File: config.mk
export PLATFORM = sky130hd
export DESIGN_NAME = sram_lane_ctrl
export DESIGN_NICKNAME = d
export VERILOG_FILES = /design/src/rtl/sram_lane_pkg.sv /design/src/rtl/sram_lane_timer.sv /design/src/rtl/sram_lane_seq.sv /design/src/rtl/sram_lane_pins.sv /design/src/rtl/sram_lane_ctrl.sv
export SDC_FILE = /design/constraint.sdc
export NUM_CORES = 1
export LEC_CHECK = 0
export BUFFER_PORTS_ARGS = -buffer_cell sky130_fd_sc_hd__buf_2
export CAP_MARGIN = 20
export CORE_UTILIZATION = 50
export CTS_BUF_LIST = sky130_fd_sc_hd__clkbuf_4 sky130_fd_sc_hd__clkbuf_8 sky130_fd_sc_hd__clkbuf_16
export CTS_CLUSTER_DIAMETER = 30
export DETAILED_ROUTE_END_ITERATION = 10
export PLACE_DENSITY_LB_ADDON = 0.25
export SKIP_CTS_REPAIR_TIMING = 1
export SKIP_LAST_GASP = 1
export SLEW_MARGIN = 15
export SYNTH_ARGS = -nofsm -noshare
export SYNTH_HDL_FRONTEND = slang
export SYNTH_SLANG_ARGS = --single-unit
File: constraint.sdc
create_clock -name clk -period 3.5 [get_ports clk]
set_clock_uncertainty 0.05 [all_clocks]
set_input_delay 0 -clock clk [delete_from_list [all_inputs] [get_ports clk]]
set_output_delay 0 -clock clk [all_outputs]
set_load 0.005 [all_outputs]
File: src/rtl/sram_lane_pkg.sv
package sram_lane_pkg;
  typedef enum logic [2:0] {
    ST_IDLE  = 3'd0,
    ST_WSET  = 3'd1,
    ST_WSTB  = 3'd2,
    ST_WEND  = 3'd3,
    ST_RTURN = 3'd4,
    ST_RACC  = 3'd5
  } seq_state_t;
endpackage

File: src/rtl/sram_lane_timer.sv
module sram_lane_timer #(
  parameter int CNT_W = 2
) (
  input  logic             clk,
  input  logic             rst_n,
  input  logic             load,
  input  logic [CNT_W-1:0] load_val,
  output logic             zero
);
  logic [CNT_W-1:0] cnt_q, cnt_n;

  always_comb begin
    cnt_n = cnt_q;
    if (load)
      cnt_n = load_val;
    else if (cnt_q != '0)
      cnt_n = cnt_q - 1'b1;
  end

  always_ff @(posedge clk or negedge rst_n) begin
    if (!rst_n) cnt_q <= '0;
    else        cnt_q <= cnt_n;
  end

  assign zero = (cnt_q == '0);
endmodule

File: src/rtl/sram_lane_seq.sv
module sram_lane_seq
  import sram_lane_pkg::*;
#(
  parameter int ADDR_W    = 18,
  parameter int LANES     = 2,
  parameter int LANE_W    = 8,
  parameter int SETUP_CYC = 1,
  parameter int WLOW_CYC  = 1,
  parameter int RD_CYC    = 2
) (
  input  logic                     clk,
  input  logic                     rst_n,
  input  logic                     req_valid,
  input  logic                     req_write,
  input  logic [ADDR_W-1:0]        req_addr,
  input  logic [LANES*LANE_W-1:0]  req_wdata,
  input  logic [LANES-1:0]         req_be,
  output logic                     req_ready,
  output seq_state_t               st_nxt,
  output logic                     hold_nxt,
  output logic [ADDR_W-1:0]        addr_nxt,
  output logic [LANES*LANE_W-1:0]  wdata_nxt,
  output logic [LANES-1:0]         be_nxt,
  output logic [LANES-1:0]         be_cur,
  output logic                     rd_last
);
  localparam int MAX_AB = (SETUP_CYC > WLOW_CYC) ? SETUP_CYC : WLOW_CYC;
  localparam int MAX_C  = (MAX_AB > RD_CYC) ? MAX_AB : RD_CYC;
  localparam int CNT_W  = (MAX_C < 2) ? 1 : $clog2(MAX_C);
  localparam logic [CNT_W-1:0] SET_LD = CNT_W'(SETUP_CYC - 1);
  localparam logic [CNT_W-1:0] WLO_LD = CNT_W'(WLOW_CYC - 1);
  localparam logic [CNT_W-1:0] RD_LD  = CNT_W'(RD_CYC - 1);

  seq_state_t st_q;
  logic hold_q;
  logic [ADDR_W-1:0] addr_q;
  logic [LANES*LANE_W-1:0] wdata_q;
  logic [LANES-1:0] be_q;
  logic tm_load, tm_zero;
  logic [CNT_W-1:0] tm_val;

  sram_lane_timer #(.CNT_W(CNT_W)) u_timer (
    .clk(clk), .rst_n(rst_n), .load(tm_load), .load_val(tm_val), .zero(tm_zero)
  );

  assign req_ready = (st_q == ST_IDLE) || (st_q == ST_WEND);

  always_comb begin
    st_nxt    = st_q;
    hold_nxt  = hold_q;
    addr_nxt  = addr_q;
    wdata_nxt = wdata_q;
    be_nxt    = be_q;
    tm_load   = 1'b0;
    tm_val    = '0;
    case (st_q)
      ST_IDLE: begin
        if (req_valid) begin
          addr_nxt  = req_addr;
          wdata_nxt = req_wdata;
          be_nxt    = req_be;
          hold_nxt  = 1'b0;
          tm_load   = 1'b1;
          if (req_write) begin
            st_nxt = ST_WSET;
            tm_val = SET_LD;
          end else begin
            st_nxt = ST_RACC;
            tm_val = RD_LD;
          end
        end
      end
      ST_WSET: begin
        if (tm_zero) begin
          st_nxt  = ST_WSTB;
          tm_load = 1'b1;
          tm_val  = WLO_LD;
        end
      end
      ST_WSTB: begin
        if (tm_zero) st_nxt = ST_WEND;
      end
      ST_WEND: begin
        if (req_valid) begin
          addr_nxt  = req_addr;
          wdata_nxt = req_wdata;
          be_nxt    = req_be;
          if (req_write) begin
            st_nxt   = ST_WSET;
            hold_nxt = 1'b1;
            tm_load  = 1'b1;
            tm_val   = SET_LD;
          end else begin
            st_nxt   = ST_RTURN;
            hold_nxt = 1'b0;
          end
        end else begin
          st_nxt   = ST_IDLE;
          hold_nxt = 1'b0;
        end
      end
      ST_RTURN: begin
        st_nxt  = ST_RACC;
        tm_load = 1'b1;
        tm_val  = RD_LD;
      end
      ST_RACC: begin
        if (tm_zero) st_nxt = ST_IDLE;
      end
      default: st_nxt = ST_IDLE;
    endcase
  end

  always_ff @(posedge clk or negedge rst_n) begin
    if (!rst_n) begin
      st_q    <= ST_IDLE;
      hold_q  <= 1'b0;
      addr_q  <= '0;
      wdata_q <= '0;
      be_q    <= '0;
    end else begin
      st_q    <= st_nxt;
      hold_q  <= hold_nxt;
      addr_q  <= addr_nxt;
      wdata_q <= wdata_nxt;
      be_q    <= be_nxt;
    end
  end

  assign be_cur  = be_q;
  assign rd_last = (st_q == ST_RACC) && tm_zero;

  // an offered request in idle always leaves idle
  assert_take_request_R2: assert property (@(posedge clk) disable iff (!rst_n)
    (st_q == ST_IDLE && req_valid) |=> (st_q != ST_IDLE));
  // turnaround is always followed by the read access
  assert_turn_then_read_R9: assert property (@(posedge clk) disable iff (!rst_n)
    (st_q == ST_RTURN) |=> (st_q == ST_RACC));
endmodule

File: src/rtl/sram_lane_pins.sv
module sram_lane_pins
  import sram_lane_pkg::*;
#(
  parameter int ADDR_W = 18,
  parameter int LANES  = 2,
  parameter int LANE_W = 8
) (
  input  logic                     clk,
  input  logic                     rst_n,
  input  seq_state_t               st_nxt,
  input  logic                     hold_nxt,
  input  logic [ADDR_W-1:0]        addr_nxt,
  input  logic [LANES*LANE_W-1:0]  wdata_nxt,
  input  logic [LANES-1:0]         be_nxt,
  input  logic [LANES-1:0]         be_cur,
  input  logic                     rd_last,
  input  logic [LANES*LANE_W-1:0]  mem_dq_in,
  output logic                     mem_ce_n,
  output logic                     mem_oe_n,
  output logic                     mem_we_n,
  output logic [LANES-1:0]         mem_bs_n,
  output logic [ADDR_W-1:0]        mem_addr,
  output logic [LANES*LANE_W-1:0]  mem_dq_out,
  output logic                     mem_dq_oe,
  output logic                     rsp_valid,
  output logic [LANES*LANE_W-1:0]  rsp_rdata
);
  localparam int DATA_W = LANES * LANE_W;

  logic ce_n_d, oe_n_d, we_n_d, dq_oe_d, strobe_d;
  logic [LANES-1:0] bs_n_d;
  logic [DATA_W-1:0] rd_masked;

  always_comb begin
    ce_n_d   = (st_nxt == ST_IDLE);
    oe_n_d   = (st_nxt != ST_RACC);
    we_n_d   = !((st_nxt == ST_WSTB) || (st_nxt == ST_WEND) ||
                 ((st_nxt == ST_WSET) && hold_nxt));
    dq_oe_d  = (st_nxt == ST_WSET) || (st_nxt == ST_WSTB) || (st_nxt == ST_WEND);
    strobe_d = (st_nxt == ST_WSTB) || (st_nxt == ST_RACC);
  end

  for (genvar l = 0; l < LANES; l++) begin : g_lane
    assign bs_n_d[l] = !(strobe_d && be_nxt[l]);
    assign rd_masked[l*LANE_W +: LANE_W] =
      be_cur[l] ? mem_dq_in[l*LANE_W +: LANE_W] : '0;
  end

  always_ff @(posedge clk or negedge rst_n) begin
    if (!rst_n) begin
      mem_ce_n   <= 1'b1;
      mem_oe_n   <= 1'b1;
      mem_we_n   <= 1'b1;
      mem_bs_n   <= '1;
      mem_dq_oe  <= 1'b0;
      mem_addr   <= '0;
      mem_dq_out <= '0;
    end else begin
      mem_ce_n   <= ce_n_d;
      mem_oe_n   <= oe_n_d;
      mem_we_n   <= we_n_d;
      mem_bs_n   <= bs_n_d;
      mem_dq_oe  <= dq_oe_d;
      mem_addr   <= addr_nxt;
      mem_dq_out <= wdata_nxt;
    end
  end

  always_ff @(posedge clk or negedge rst_n) begin
    if (!rst_n) begin
      rsp_valid <= 1'b0;
      rsp_rdata <= '0;
    end else begin
      rsp_valid <= rd_last;
      if (rd_last) rsp_rdata <= rd_masked;
    end
  end

  // driver and memory output never on together
  assert_no_contention_R6: assert property (@(posedge clk) disable iff (!rst_n)
    !(mem_dq_oe && !mem_oe_n));
  // driver already released the cycle before output enable falls
  assert_release_first_R6: assert property (@(posedge clk) disable iff (!rst_n)
    $fell(mem_oe_n) |-> !$past(mem_dq_oe));
  // output enable high before write enable falls
  assert_oe_before_we_R7: assert property (@(posedge clk) disable iff (!rst_n)
    $fell(mem_we_n) |-> $past(mem_oe_n));
  // a write overlap only happens with the data driven
  assert_overlap_driven_R3: assert property (@(posedge clk) disable iff (!rst_n)
    (!mem_ce_n && !mem_we_n && (mem_bs_n != '1)) |-> mem_dq_oe);
  // response valid is a single-cycle pulse
  assert_rsp_pulse_R5: assert property (@(posedge clk) disable iff (!rst_n)
    rsp_valid |=> !rsp_valid);
  // chip enable is low while any strobe is active
  assert_ce_covers_R10: assert property (@(posedge clk) disable iff (!rst_n)
    (!mem_we_n || !mem_oe_n) |-> !mem_ce_n);
endmodule

File: src/rtl/sram_lane_ctrl.sv
module sram_lane_ctrl
  import sram_lane_pkg::*;
#(
  parameter int ADDR_W    = 18,
  parameter int SETUP_CYC = 1,
  parameter int WLOW_CYC  = 1,
  parameter int RD_CYC    = 2
) (
  input  logic              clk,
  input  logic              rst_n,
  input  logic              req_valid,
  output logic              req_ready,
  input  logic              req_write,
  input  logic [ADDR_W-1:0] req_addr,
  input  logic [15:0]       req_wdata,
  input  logic [1:0]        req_be,
  output logic              rsp_valid,
  output logic [15:0]       rsp_rdata,
  output logic              mem_ce_n,
  output logic              mem_oe_n,
  output logic              mem_we_n,
  output logic [1:0]        mem_bs_n,
  output logic [ADDR_W-1:0] mem_addr,
  output logic [15:0]       mem_dq_out,
  input  logic [15:0]       mem_dq_in,
  output logic              mem_dq_oe
);
  localparam int LANES  = 2;
  localparam int LANE_W = 8;

  seq_state_t st_nxt;
  logic hold_nxt, rd_last;
  logic [ADDR_W-1:0] addr_nxt;
  logic [15:0] wdata_nxt;
  logic [1:0] be_nxt, be_cur;

  sram_lane_seq #(
    .ADDR_W(ADDR_W), .LANES(LANES), .LANE_W(LANE_W),
    .SETUP_CYC(SETUP_CYC), .WLOW_CYC(WLOW_CYC), .RD_CYC(RD_CYC)
  ) u_seq (
    .clk(clk), .rst_n(rst_n),
    .req_valid(req_valid), .req_write(req_write), .req_addr(req_addr),
    .req_wdata(req_wdata), .req_be(req_be), .req_ready(req_ready),
    .st_nxt(st_nxt), .hold_nxt(hold_nxt), .addr_nxt(addr_nxt),
    .wdata_nxt(wdata_nxt), .be_nxt(be_nxt), .be_cur(be_cur), .rd_last(rd_last)
  );

  sram_lane_pins #(.ADDR_W(ADDR_W), .LANES(LANES), .LANE_W(LANE_W)) u_pins (
    .clk(clk), .rst_n(rst_n),
    .st_nxt(st_nxt), .hold_nxt(hold_nxt), .addr_nxt(addr_nxt),
    .wdata_nxt(wdata_nxt), .be_nxt(be_nxt), .be_cur(be_cur), .rd_last(rd_last),
    .mem_dq_in(mem_dq_in),
    .mem_ce_n(mem_ce_n), .mem_oe_n(mem_oe_n), .mem_we_n(mem_we_n),
    .mem_bs_n(mem_bs_n), .mem_addr(mem_addr), .mem_dq_out(mem_dq_out),
    .mem_dq_oe(mem_dq_oe), .rsp_valid(rsp_valid), .rsp_rdata(rsp_rdata)
  );
endmodule

==> reports/qor.txt <==
Status = finished with violations
Failing checks = hold timing
Total core area = 5140 um2
Combinational share of power = 40.9%
Mapped cell area = 2700 um2
Final net count = 430
Largest net degree at the start of global routing = 46
Vias in the first global route = 1786
Final routed DRC violation total = 0
Worst path cell trace = xor2_2 > nor3b_4 > buf_4 > mux2_2
CTS tree = yes
Unrepaired setup endpoints after global routing = false
Design internal power = 0.00230 W
Max Cap Viol = 0
Crit end category = flip-flop
Power, Total = 0.00342 W
Via count = 2182
Register area share after synthesis = 59.5%
Leakage = 2.02 nW
GRT overflow = 0
Tightest Pin Transition = 1000 ps
CP Data Required Time = 3660 ps
CP max stage delay = 550 ps
Port bufs = 113
Arr. time, crit path = 2340 ps
Pwr/cell area = 853 nW/um2
Initial antenna violation count = 0
Switch Pwr = 0.00112 W
# clock sinks = 64
Global-route wire length before repair = 8.01 mm
Sw frac = 32.8%
Fin crit share = 62.3%
Synthesis-stage register bit count = 64
Warnings, synthesis = 0
Max_slew headroom = 33.0%
Crit path launch type = flip-flop
Fmax = 459 MHz
Commonest non-fill, non-tap cell in the layout = buf_2
Die area = 5700 um2
Most frequent cells in the layout = buf_2, dfrtp_1, dlygate4sd3_1
Total inserted antenna cells = 0
# IOs = 114
Cells after synthesis = 206
Hold crit path type = input port to flip-flop
DR iter-0 viols = 62
Post-Syn Nets = 262
Critical path class = flip-flop to flip-flop
Final Hold Violating Endpoints = 1
Routed wire length = 7.12 mm
Starting density of the core = 52.5%
Area growth, synth to finish = 48.5%
Critical-path maximum fanout = 34
Die H = 75.5 um
Drt first pass iters = 5
Rows = 26
Tmin final = 2180 ps
Fin Setup TNS = 0 ps
CTS Buffer Depth = 2
Post-synth EDFFs = 0
Avg Inst Size Synth = 13.1 um2
Slowest CP cell = buf_4
Netlist cell types = 28
Gpl congestion = 0.829
Peak supply drop = 0.000506 V
Vias per std cell = 4.86
Final setup fails = 0
DRT antenna net count = 0
Num CTS Buffers = 9
H-tree levels = 3
Clock root buffer = clkbuf_8
Final number of max-transition violations = 0
Die W = 75.5 um
Layout cells sized above 1 = 46.2%
Top_reg_cell synth = dfrtp_1
Tot GR Track Use = 19.4%
Ys async rst share = 100%
Seq pwr share = 40.2%
Clock-pin slew on the worst setup and hold paths = 70 ps
Worst-Skew Late Latency = 330 ps
Hold_ws = -2.78 ps
Hpwl dp = 3.86 mm
Clk pwr share = 18.9%
Routed wire per std cell = 15.9 um
flip-flops by register name, summed over array words and instances (netlist names), 2 cells and up:
signal	count
u_seq.st_q	3
u_pins.mem_addr	18
u_seq.be_cur	2
u_pins.rsp_rdata	16
u_pins.mem_dq_out	16
u_pins.mem_bs_n	2
final timing paths:
| check | depth (start not counted) | to | slack, ps | start |
|---|---|---|---|---|
| min in group asynchronous | 2 | u_pins.mem_dq_out[5] | 340 | rst_n |
| setup / recovery | 4 | u_pins.mem_addr[0] | 1320 | u_seq.st_q[1] |
| hold reg to reg | 2 | u_pins.rsp_rdata[15] | 420 | u_pins.rsp_rdata[15] |
| hold / removal | 3 | u_pins.mem_dq_oe | -3 | req_valid |
| max in group asynchronous | 3 | u_pins.mem_oe_n | 2170 | rst_n |
| setup reg to reg | 4 | u_pins.mem_addr[0] | 1320 | u_seq.st_q[1] |
logic make-up after synthesis:
logic type             count (synthesis)  synth area share, %
multiplexers                          36                 19.2
buffers and inverters                 17                 4.82
XOR/XNOR                               1                0.603
AND/OR/NAND/NOR                       55                 9.04
AO/OA/AOI/OAI                         33                 6.81
flip-flops                            64                 59.5
layer usage:
layer | vias to the layer above | track usage, % | wire, um
li1 | 1032 | - | -
met1 | 1048 | 23.2 | 2840
met2 | 85 | 31.7 | 3650
met3 | 17 | 5.95 | 468
met4 | 0 | 9.88 | 159
met5 | - | 0 | 0
synth_stat cells (2+ instances only):
library cell / instances / area (um2)
a21boi_0: 2 / 15.0
dfstp_2: 5 / 131
nand2b_1: 6 / 37.5
o21ai_0: 20 / 100
a21oi_1: 5 / 25.0
nor2_1: 4 / 15.0
buf_2: 2 / 10.0
buf_12: 3 / 60.1
nand2_1: 38 / 143
clkbuf_1: 5 / 18.8
inv_1: 5 / 18.8
buf_6: 2 / 22.5
mux2_4: 30 / 450
mux2_2: 6 / 67.6
a31oi_1: 2 / 12.5
dfrtp_1: 59 / 1480
final cells by class:
cell class | count | area (um2)
sequential | 64 | 1610
fill | 345 | 1130
clock inverter | 3 | 40.0
clock buffer | 13 | 166
inverter | 5 | 18.8
tap | 70 | 87.6
multi-input combinational | 125 | 968
timing repair buffer | 169 | 1120
stage by stage:
stage	util (%)	setup WS (ps)	area, um2	std cells
6_report	78.0	1320	4010	449
5_1_grt	78.0	1030	4010	449
4_1_cts	67.5	1330	3470	395
3_5_place_dp	63.5	1320	3260	379
3_3_place_gp	63.5	1400	3260	379
2_1_floorplan	-	1890	2700	206
critical path: cells and delay by family (launching register included):
kind,cells,cell delay [ps]
mux,1,410
simple gates,1,260
flops,1,530
buf+inv,1,550
xor+xnor,1,260
power groups by stage:
stage	logic (W)	registers, W	clock network, W
after floorplan	0.000949	0.00132	0
after global placement	0.00130	0.00134	0
after detailed placement	0.00132	0.00137	0
after CTS	0.00133	0.00135	0.000656
after global routing	0.00154	0.00142	0.000695
final	0.00140	0.00137	0.000647
No activity file was read; power rests on OpenSTA's default activity.
